**src/rtl/irq_latch_pkg.sv**
```systemverilog
package irq_latch_pkg;

    localparam int IRQ_SRC_N   = 6;
    localparam int IRQ_PACK_W  = 16;

    // per-source state carried by each edge cell
    typedef struct packed {
        logic prev;
        logic stat;
    } cell_state_t;

    // safe pick of one status bit by a select code; out-of-range codes give 0
    function automatic logic pick_bit(input logic [31:0] word, input int sel, input int n);
        if (sel < n && sel >= 0)
            return word[sel];
        return 1'b0;
    endfunction

    // clamp an entry count to the number of list slots
    function automatic int clamp_count(input int cnt, input int limit);
        return (cnt > limit) ? limit : cnt;
    endfunction

endpackage

```
**src/rtl/irq_edge_cell.sv**
```systemverilog
module irq_edge_cell
    import irq_latch_pkg::*;
(
    input  logic clk,
    input  logic rst,
    input  logic src,
    input  logic en_next,
    output logic stat_q
);

    cell_state_t st_q;
    cell_state_t st_d;
    logic        rise;

    always_comb begin
        rise      = src & ~st_q.prev;
        st_d.prev = src;
        st_d.stat = en_next & (st_q.stat | rise);
    end

    always_ff @(posedge clk) begin
        if (rst)
            st_q <= '0;
        else
            st_q <= st_d;
    end

    assign stat_q = st_q.stat;

    p_rise_sets_r2: assert property (@(posedge clk) disable iff (rst)
        (en_next && src && !st_q.prev) |=> stat_q);

    p_sticky_r3: assert property (@(posedge clk) disable iff (rst)
        (stat_q && en_next) |=> stat_q);

    p_disable_clears_r5: assert property (@(posedge clk) disable iff (rst)
        (!en_next) |=> !stat_q);

endmodule

```
**src/rtl/irq_assert_gen.sv**
```systemverilog
module irq_assert_gen #(
    parameter int NUM_SRC = 6
) (
    input  logic               clk,
    input  logic               rst,
    input  logic [NUM_SRC-1:0] status,
    output logic               irq_pulse
);

    logic any_now;
    logic any_prev_q;

    assign any_now = |status;

    always_ff @(posedge clk) begin
        if (rst)
            any_prev_q <= 1'b0;
        else
            any_prev_q <= any_now;
    end

    assign irq_pulse = any_now & ~any_prev_q;

    p_single_pulse_r7: assert property (@(posedge clk) disable iff (rst)
        irq_pulse |=> !irq_pulse);

    p_pulse_needs_status_r7: assert property (@(posedge clk) disable iff (rst)
        irq_pulse |-> (status != '0));

    p_no_repeat_r8: assert property (@(posedge clk) disable iff (rst)
        ((status != '0) && $past(status != '0)) |-> !irq_pulse);

endmodule

```
**src/rtl/irq_pack_sampler.sv**
```systemverilog
module irq_pack_sampler
    import irq_latch_pkg::*;
#(
    parameter int NUM_SRC = 6,
    parameter int PACK_W  = 16,
    parameter int SEL_W   = 3,
    parameter int CNT_W   = 3
) (
    input  logic                     clk,
    input  logic                     rst,
    input  logic [NUM_SRC-1:0]       status,
    input  logic [NUM_SRC*SEL_W-1:0] list,
    input  logic [CNT_W-1:0]         count,
    output logic [PACK_W-1:0]        word
);

    int          eff_count;
    logic [31:0] status_wide;

    assign eff_count   = clamp_count(int'(count), NUM_SRC);
    assign status_wide = 32'(status);

    for (genvar i = 0; i < NUM_SRC; i++) begin : g_slot
        logic [SEL_W-1:0] sel;
        assign sel     = list[i*SEL_W +: SEL_W];
        assign word[i] = (i < eff_count) ? pick_bit(status_wide, int'(sel), NUM_SRC) : 1'b0;
    end

    if (PACK_W > NUM_SRC) begin : g_pad
        assign word[PACK_W-1:NUM_SRC] = '0;
    end

    p_unused_zero_r10: assert property (@(posedge clk) disable iff (rst)
        (word >> eff_count) == '0);

endmodule

```
**src/rtl/irq_latch_ctrl.sv**
```systemverilog
module irq_latch_ctrl
    import irq_latch_pkg::*;
#(
    parameter int NUM_SRC = IRQ_SRC_N,
    parameter int PACK_W  = IRQ_PACK_W,
    localparam int SEL_W  = (NUM_SRC > 1) ? $clog2(NUM_SRC) : 1,
    localparam int CNT_W  = $clog2(NUM_SRC + 1),
    localparam int LIST_W = NUM_SRC * SEL_W
) (
    input  logic               clk,
    input  logic               rst,
    input  logic [NUM_SRC-1:0] src_in,
    input  logic               en_we,
    input  logic [NUM_SRC-1:0] en_wdata,
    output logic [NUM_SRC-1:0] status_rdata,
    output logic               irq_pulse,
    input  logic [LIST_W-1:0]  samp_list,
    input  logic [CNT_W-1:0]   samp_count,
    output logic [PACK_W-1:0]  samp_word
);

    logic [NUM_SRC-1:0] en_q;
    logic [NUM_SRC-1:0] en_next;
    logic [NUM_SRC-1:0] status_q;

    assign en_next = en_we ? en_wdata : en_q;

    always_ff @(posedge clk) begin
        if (rst)
            en_q <= '0;
        else
            en_q <= en_next;
    end

    for (genvar s = 0; s < NUM_SRC; s++) begin : g_src
        irq_edge_cell u_cell (
            .clk     (clk),
            .rst     (rst),
            .src     (src_in[s]),
            .en_next (en_next[s]),
            .stat_q  (status_q[s])
        );
    end

    irq_assert_gen #(.NUM_SRC(NUM_SRC)) u_gen (
        .clk       (clk),
        .rst       (rst),
        .status    (status_q),
        .irq_pulse (irq_pulse)
    );

    irq_pack_sampler #(
        .NUM_SRC (NUM_SRC),
        .PACK_W  (PACK_W),
        .SEL_W   (SEL_W),
        .CNT_W   (CNT_W)
    ) u_pack (
        .clk    (clk),
        .rst    (rst),
        .status (status_q),
        .list   (samp_list),
        .count  (samp_count),
        .word   (samp_word)
    );

    assign status_rdata = status_q;

    p_off_means_zero_r4: assert property (@(posedge clk) disable iff (rst)
        (status_q & ~en_q) == '0);

    p_reset_idle_r1: assert property (@(posedge clk)
        rst |=> (status_q == '0 && !irq_pulse));

endmodule

```
**config.mk**
```make
export PLATFORM = sky130hd
export DESIGN_NAME = irq_latch_ctrl
export DESIGN_NICKNAME = d
export VERILOG_FILES = /design/src/rtl/irq_latch_pkg.sv /design/src/rtl/irq_edge_cell.sv /design/src/rtl/irq_assert_gen.sv /design/src/rtl/irq_pack_sampler.sv /design/src/rtl/irq_latch_ctrl.sv
export SDC_FILE = /design/constraint.sdc
export NUM_CORES = 1
export LEC_CHECK = 0
export BUFFER_PORTS_ARGS = -buffer_cell sky130_fd_sc_hd__buf_2
export CORE_ASPECT_RATIO = 1.4
export CORE_MARGIN = 2
export CORE_UTILIZATION = 30
export CTS_BUF_LIST = sky130_fd_sc_hd__clkbuf_8
export CTS_CLUSTER_SIZE = 16
export DETAILED_ROUTE_END_ITERATION = 16
export MAX_ROUTING_LAYER = met4
export PLACE_DENSITY = 0.6
export RECOVER_POWER = 25
export SYNTH_ARGS = -nofsm -noshare
export SYNTH_HDL_FRONTEND = slang
export SYNTH_SLANG_ARGS = --single-unit
```
**constraint.sdc**
```tcl
create_clock -name clk -period 2.25 [get_ports clk]
set_clock_uncertainty 0.15 [all_clocks]
set_input_delay 0.45 -clock clk [delete_from_list [all_inputs] [get_ports clk]]
set_output_delay 0.45 -clock clk [all_outputs]
set_load 0.005 [all_outputs]
```
Yosys cells after proc, flatten, opt, wreduce, memory -nomap -nowiden
Cells that the tools add are included.
{"block": "classes", "muxes": 38, "shift": 0, "div_mod_pow": 0, "addsub": 0, "n_reduce_logical": 1, "eq_ne": 0, "magnitude_cmp": 19, "mul": 0, "bitwise": 26}
{"cell": "$lt A3 B32 Y1 const A", "count": 2}
{"cell": "$lt A4 B32 Y1 const A", "count": 2}
{"cell": "$lt A3 B6 Y1 const B", "count": 6}
{"cell": "$lt A1 B32 Y1 const A", "count": 1}
{"cell": "$lt A2 B32 Y1 const A", "count": 1}
{"cell": "$mux W1", "count": 30}
{"cell": "$bmux W1 S3", "count": 6}
{"cell": "$lt A3 B3 Y1 const B", "count": 6}
{"cell": "$and A1 B1 Y1", "count": 13}
{"cell": "$not A1 Y1", "count": 7}
{"cell": "$mux W6", "count": 1}
{"cell": "$or A1 B1 Y1", "count": 6}
{"cell": "$reduce_or A6 Y1", "count": 1}
{"cell": "$gt A3 B3 Y1 const B", "count": 1}
{"cell": "$mux W3", "count": 1}
{"block": "word_totals", "input_bits": 36, "ram_bits": 0, "ff_bits": 19, "n_memories": 0, "out_inout_bits": 23, "wordCells": 98, "latch_bits": 0, "rom_bits": 0}

Logic depth before layout (Yosys ltp)
{"block": "depth", "ltp_word": 5, "depth_mapped": 3, "depth_no_buf": 3}

Cells and area by module
Synthesis repeated with hierarchy kept, for this count alone.
{"block": "hier_totals", "cells_unflattened": 103, "hier_area_um2": 1126.1}
{"module": "irq_edge_cell", "instances": 6, "area_per_inst_um2": 68.8, "seq_area_each_um2": 40.0, "cells_each": 6}
{"module": "irq_pack_sampler", "instances": 1, "area_per_inst_um2": 407.9, "seq_area_each_um2": 0.0, "cells_each": 43}
{"module": "irq_latch_ctrl", "instances": 1, "area_per_inst_um2": 259.0, "seq_area_each_um2": 120.1, "cells_each": 19}
{"module": "irq_assert_gen", "instances": 1, "area_per_inst_um2": 46.3, "seq_area_each_um2": 20.0, "cells_each": 5}

Least setup slack after synthesis
OpenSTA, ideal clock, no wires.
{"block": "synth_timing", "path_kind": "in2out", "from": "input samp_list[16]", "to": "output samp_word[5]", "n_path_buf": 0, "path_stages": 3, "required_time_ns": 1.650, "setup_slack_ns": 0.505, "arrival_time_ns": 1.145, "path_cell_list": "mux4_1 nand4b_1 o21ai_0"}
{"block": "synth_via", "elab_chain_cells": 5, "word_cells_on_any_way": 7}
{"element": "start: declaration", "line": "irq_latch_ctrl.sv:17", "source": "input logic [LIST_W-1:0] samp_list,"}
{"element": "$bmux W1 S3", "line": "irq_latch_pkg.sv:15", "source": "return word[sel];"}
{"element": "$mux W1 (not written as such)", "line": "irq_latch_pkg.sv:15"}
{"element": "$mux W1", "line": "irq_latch_pkg.sv:14", "source": "if (sel < n && sel >= 0)"}
{"element": "$mux W1 (*)", "line": "irq_latch_pkg.sv:16", "source": "return 1'b0;"}
{"element": "$mux W1 (*)", "line": "irq_pack_sampler.sv:26", "source": "assign word[i] = (i < eff_count) ? pick_bit(status_wide, int'(sel), NUM_SRC) : 1'b0;"}
{"element": "end: declaration", "line": "irq_latch_ctrl.sv:19", "source": "output logic [PACK_W-1:0] samp_word"}
Mark *: on every way between the ends. The rest lies on a longest branch, timed or not. The select of a mux whose other input is x is not followed.

Final worst setup path
{"block": "layout_timing", "from": "register g_src[3].u_cell.st_q (netlist bit g_src[3].u_cell.stat_q)", "to": "output irq_pulse"}
{"block": "layout_via", "elab_chain_cells": 2}
{"element": "start: declaration", "line": "irq_edge_cell.sv:11", "source": "cell_state_t st_q;"}
{"element": "start signal: assignment", "line": "irq_edge_cell.sv:25", "source": "st_q <= st_d;"}
{"element": "$reduce_or A6 Y1", "line": "irq_assert_gen.sv:13", "source": "assign any_now = |status;"}
{"element": "$and A1 B1 Y1", "line": "irq_assert_gen.sv:22", "source": "assign irq_pulse = any_now & ~any_prev_q;"}
{"element": "end: declaration", "line": "irq_latch_ctrl.sv:16", "source": "output logic irq_pulse,"}
No other way between the ends.

==> metrics.md <==
| Metric | Value |
|---|---|
| Status | finished, final reports clean |
| Share of cells above drive strength 1 | 35.9% |
| P_int | 0.543 mW |
| CTS Hold Buffers Added | 0 |
| Mapped Cells | 112 |
| FF+latch count, synth | 19 |
| Wirelength per Cell | 13.5 um |
| Clock Path Buffers | 2 |
| Ys Warns | 0 |
| Min Clock Period, post-route | 2150 ps |
| First-pass GRT wire length | 4040 um |
| Sequential power share | 51.5% |
| DRT Pass-1 Iters | 4 |
| Final Max Slew Viols | 0 |
| Routability cong. | 0.657 |
| Most area-hungry cell type in the Yosys netlist | dfxtp_1 |
| Post-route ant nets | 0 |
| Antenna cells | 0 |
| Fraction of power consumed by combinational cells | 17.7% |
| Worst setup margin | 104 ps |
| Vias in the first global route | 917 |
| Drt via density | 4.74 |
| Worst setup startpoint | g_src[3].u_cell.stat_q$_SDFF_PP0_ |
| # DRC | 0 |
| Total CTS buffers | 3 |
| CTS Root Cell | clkbuf_8 |
| Final instance area | 1310 um^2 |
| Die Wd | 55.0 um |
| IR drop worst, VDD | 0.000461 V |
| Initial antenna violation count | 0 |
| Switch Pwr | 0.174 mW |
| Worst R2R Path Depth | 3 |
| Initial detailed-routing violation count | 11 |
| Worst path arrival time | 1550 ps |
| Clock-pin slew on the worst setup and hold paths | 60 ps |
| Mapped cell area | 1090 um^2 |
| CTS tree | built |
| R2R Setup Slk | 800 ps |
| Final period util | 95.4% |
| H-tree levels | 1 |
| Total track usage | 13.8% |
| Non-filler instance count after layout | 193 |
| Placed cell count | 189 |
| Syn avg cell area | 9.74 um^2 |
| Reg-to-Reg End | u_gen.any_prev_q$_SDFF_PP0_ |
| Clk sink count | 19 |
| CP endpoint | irq_pulse |
| WS Path Type | reg2out |
| Fmax | 466 MHz |
| Via Count | 914 |
| GRT Residual Overflow | 0 |
| DP HPWL | 2070 um |
| Reg-to-Reg Start | g_src[3].u_cell.stat_q$_SDFF_PP0_ |
| Die Footprint | 4140 um^2 |
| Main flop type after synthesis | dfxtp_1 |
| Initial Util | 31.7% |
| RSZ-0062 raised after global routing | false |
| Dominant cells by area after synthesis | dfxtp_1 35%, mux2i_1 11%, buf_4 11% |
| Final TNS setup | 0 ps |
| Slew @ Worst Pin | 768 ps |
| Seq/Total Area, Yosys | 34.9% |
| CP required | 1650 ps |
| LEAKAGE | 0.634 nW |
| Worst Hold Class | in2reg |
| Total setup buffers inserted after CTS | 0 |
| I/O pin total | 59 |
| MaxCap Viol Count | 0 |
| Most common cell in the netlist | dfxtp_1 |
| Pre-CTS setup slack | 267 ps |
| Sw frac | 24.3% |
| Top cells by count, synth | 19 x dfxtp_1, 16 x buf_4, 12 x mux2i_1, 11 x nor2_1, 10 x nor3_1 |
| Clock Power Share | 30.8% |
| Startpoint types | flop |
| Rows | 25 |
| P&R area growth vs syn | 19.6% |
| Pwr/cell area | 550 nW/um^2 |
| Crit path capture type | output pin |
| Final Power | 0.717 mW |
| Die Y | 75.4 um |
| Relative slew slack | 48.8% |
| Cell Area, Placed | 1260 um^2 |
| Buffers on Ports | 48 |
| EDFF count, synth | 0 |
| Floorplan core area | 3440 um^2 |
| WL final | 2610 um |
| Post-synthesis async set-or-reset flop share | 0% |
| Area share of the largest cell type after synthesis | 34.9% |
| Final setup fails | 0 |
| Post-CTS resize count | 0 |
| Crit path max fanout | 9 |
| Synth cell types | 22 |
| Largest net degree at the start of global routing | 20 |
| Final Hold Viols | 0 |
| Nets | 190 |
| Clk_lat worst skew | 240 ps |
[critical path: stages (launching register included)]
cell	delay [ps]
dfxtp_1	400
or4_1	560
nor3_2	150
nor2_1	60
buf_2	130
[cells in the final DEF, fill, tap and decap left out, drive strengths merged]
| master | Yosys | layout |
|---|---|---|
| buf | 18 | 47 |
| dfxtp | 19 | 19 |
| mux2i | 12 | 12 |
| nor2 | 11 | 11 |
| nor3 | 11 | 11 |
| conb | 1 | 10 |
| a21oi | 7 | 7 |
| inv | 6 | 7 |
| nor2b | 6 | 6 |
| mux4 | 6 | 6 |
| o21ai | 4 | 4 |
| clkbuf | 2 | 4 |
| o21a | 3 | 3 |
| nand3b | 2 | 2 |
| nand4b | 2 | 2 |
| or4 | 1 | 1 |
| o221a | 1 | 1 |
[routing by layer]
layer	track usage [%]	routed length, um	vias up
met4	4.34	16	0
met1	16.3	1120	416
met2	24.2	1300	44
met3	1.18	166	2
li1	-	-	452
met5	-	0	-
[flip-flops by register name (all words and copies together) (netlist names)]
| signal | count |
|---|---|
| en_q | 6 |
| g_src.u_cell.st_q | 6 |
| g_src.u_cell.stat_q | 6 |
| u_gen.any_prev_q | 1 |
[power by group through the flow]
stage                     logic (mW)  registers (mW)  clock network (mW)
after floorplan               0.0917           0.370                   0
after global placement         0.123           0.377                   0
after detailed placement       0.128           0.378                   0
after CTS                      0.129           0.370               0.230
after global routing           0.145           0.372               0.241
final                          0.127           0.369               0.221
[how the worst min path moves through the flow]
| stage | from | endpoint | slack (ps) | cells past startpoint |
|---|---|---|---|---|
| final | src_in[1] | g_src[1].u_cell.st_q[1]$_SDFF_PP0_ | 280 | 2 |
| after CTS | src_in[1] | g_src[1].u_cell.st_q[1]$_SDFF_PP0_ | 270 | 2 |
| after detailed placement | en_q[2]$_SDFF_PP0_ | en_q[2]$_SDFF_PP0_ | 340 | 2 |
| after floorplan | en_q[0]$_SDFF_PP0_ | en_q[0]$_SDFF_PP0_ | 310 | 2 |
| after global routing | src_in[0] | g_src[0].u_cell.st_q[1]$_SDFF_PP0_ | 300 | 2 |
| after global placement | en_q[4]$_SDFF_PP0_ | en_q[4]$_SDFF_PP0_ | 320 | 2 |
[cell type report]
cell class	count	area, um^2
inverter	6	22.5
fill	371	2140
sequential	19	380
clock inverter	1	3.75
clock buffer	3	41.3
tap	40	50.0
multi-input combinational	76	568
timing repair buffer	48	239
[through the flow]
| step | util, % | hold slack, ps |
|---|---|---|
| 6_report | 37.9 | 275 |
| 5_1_grt | 37.9 | 299 |
| 4_1_cts | 38.0 | 271 |
| 3_5_place_dp | 36.7 | 343 |
| 3_3_place_gp | 36.7 | 319 |
| 2_1_floorplan | - | 306 |
[kinds of logic (layout without fill, tap and decap cells)]
group,count (synthesis),count (layout),synth area share [%]
buffers and inverters,26,58,16.2
AO/OA/AOI/OAI,15,15,8.14
multiplexers,18,18,24.1
other,1,10,0.344
AND/OR/NAND/NOR,33,33,16.4
flip-flops,19,19,34.9
No activity file was read; power rests on OpenSTA's default activity.
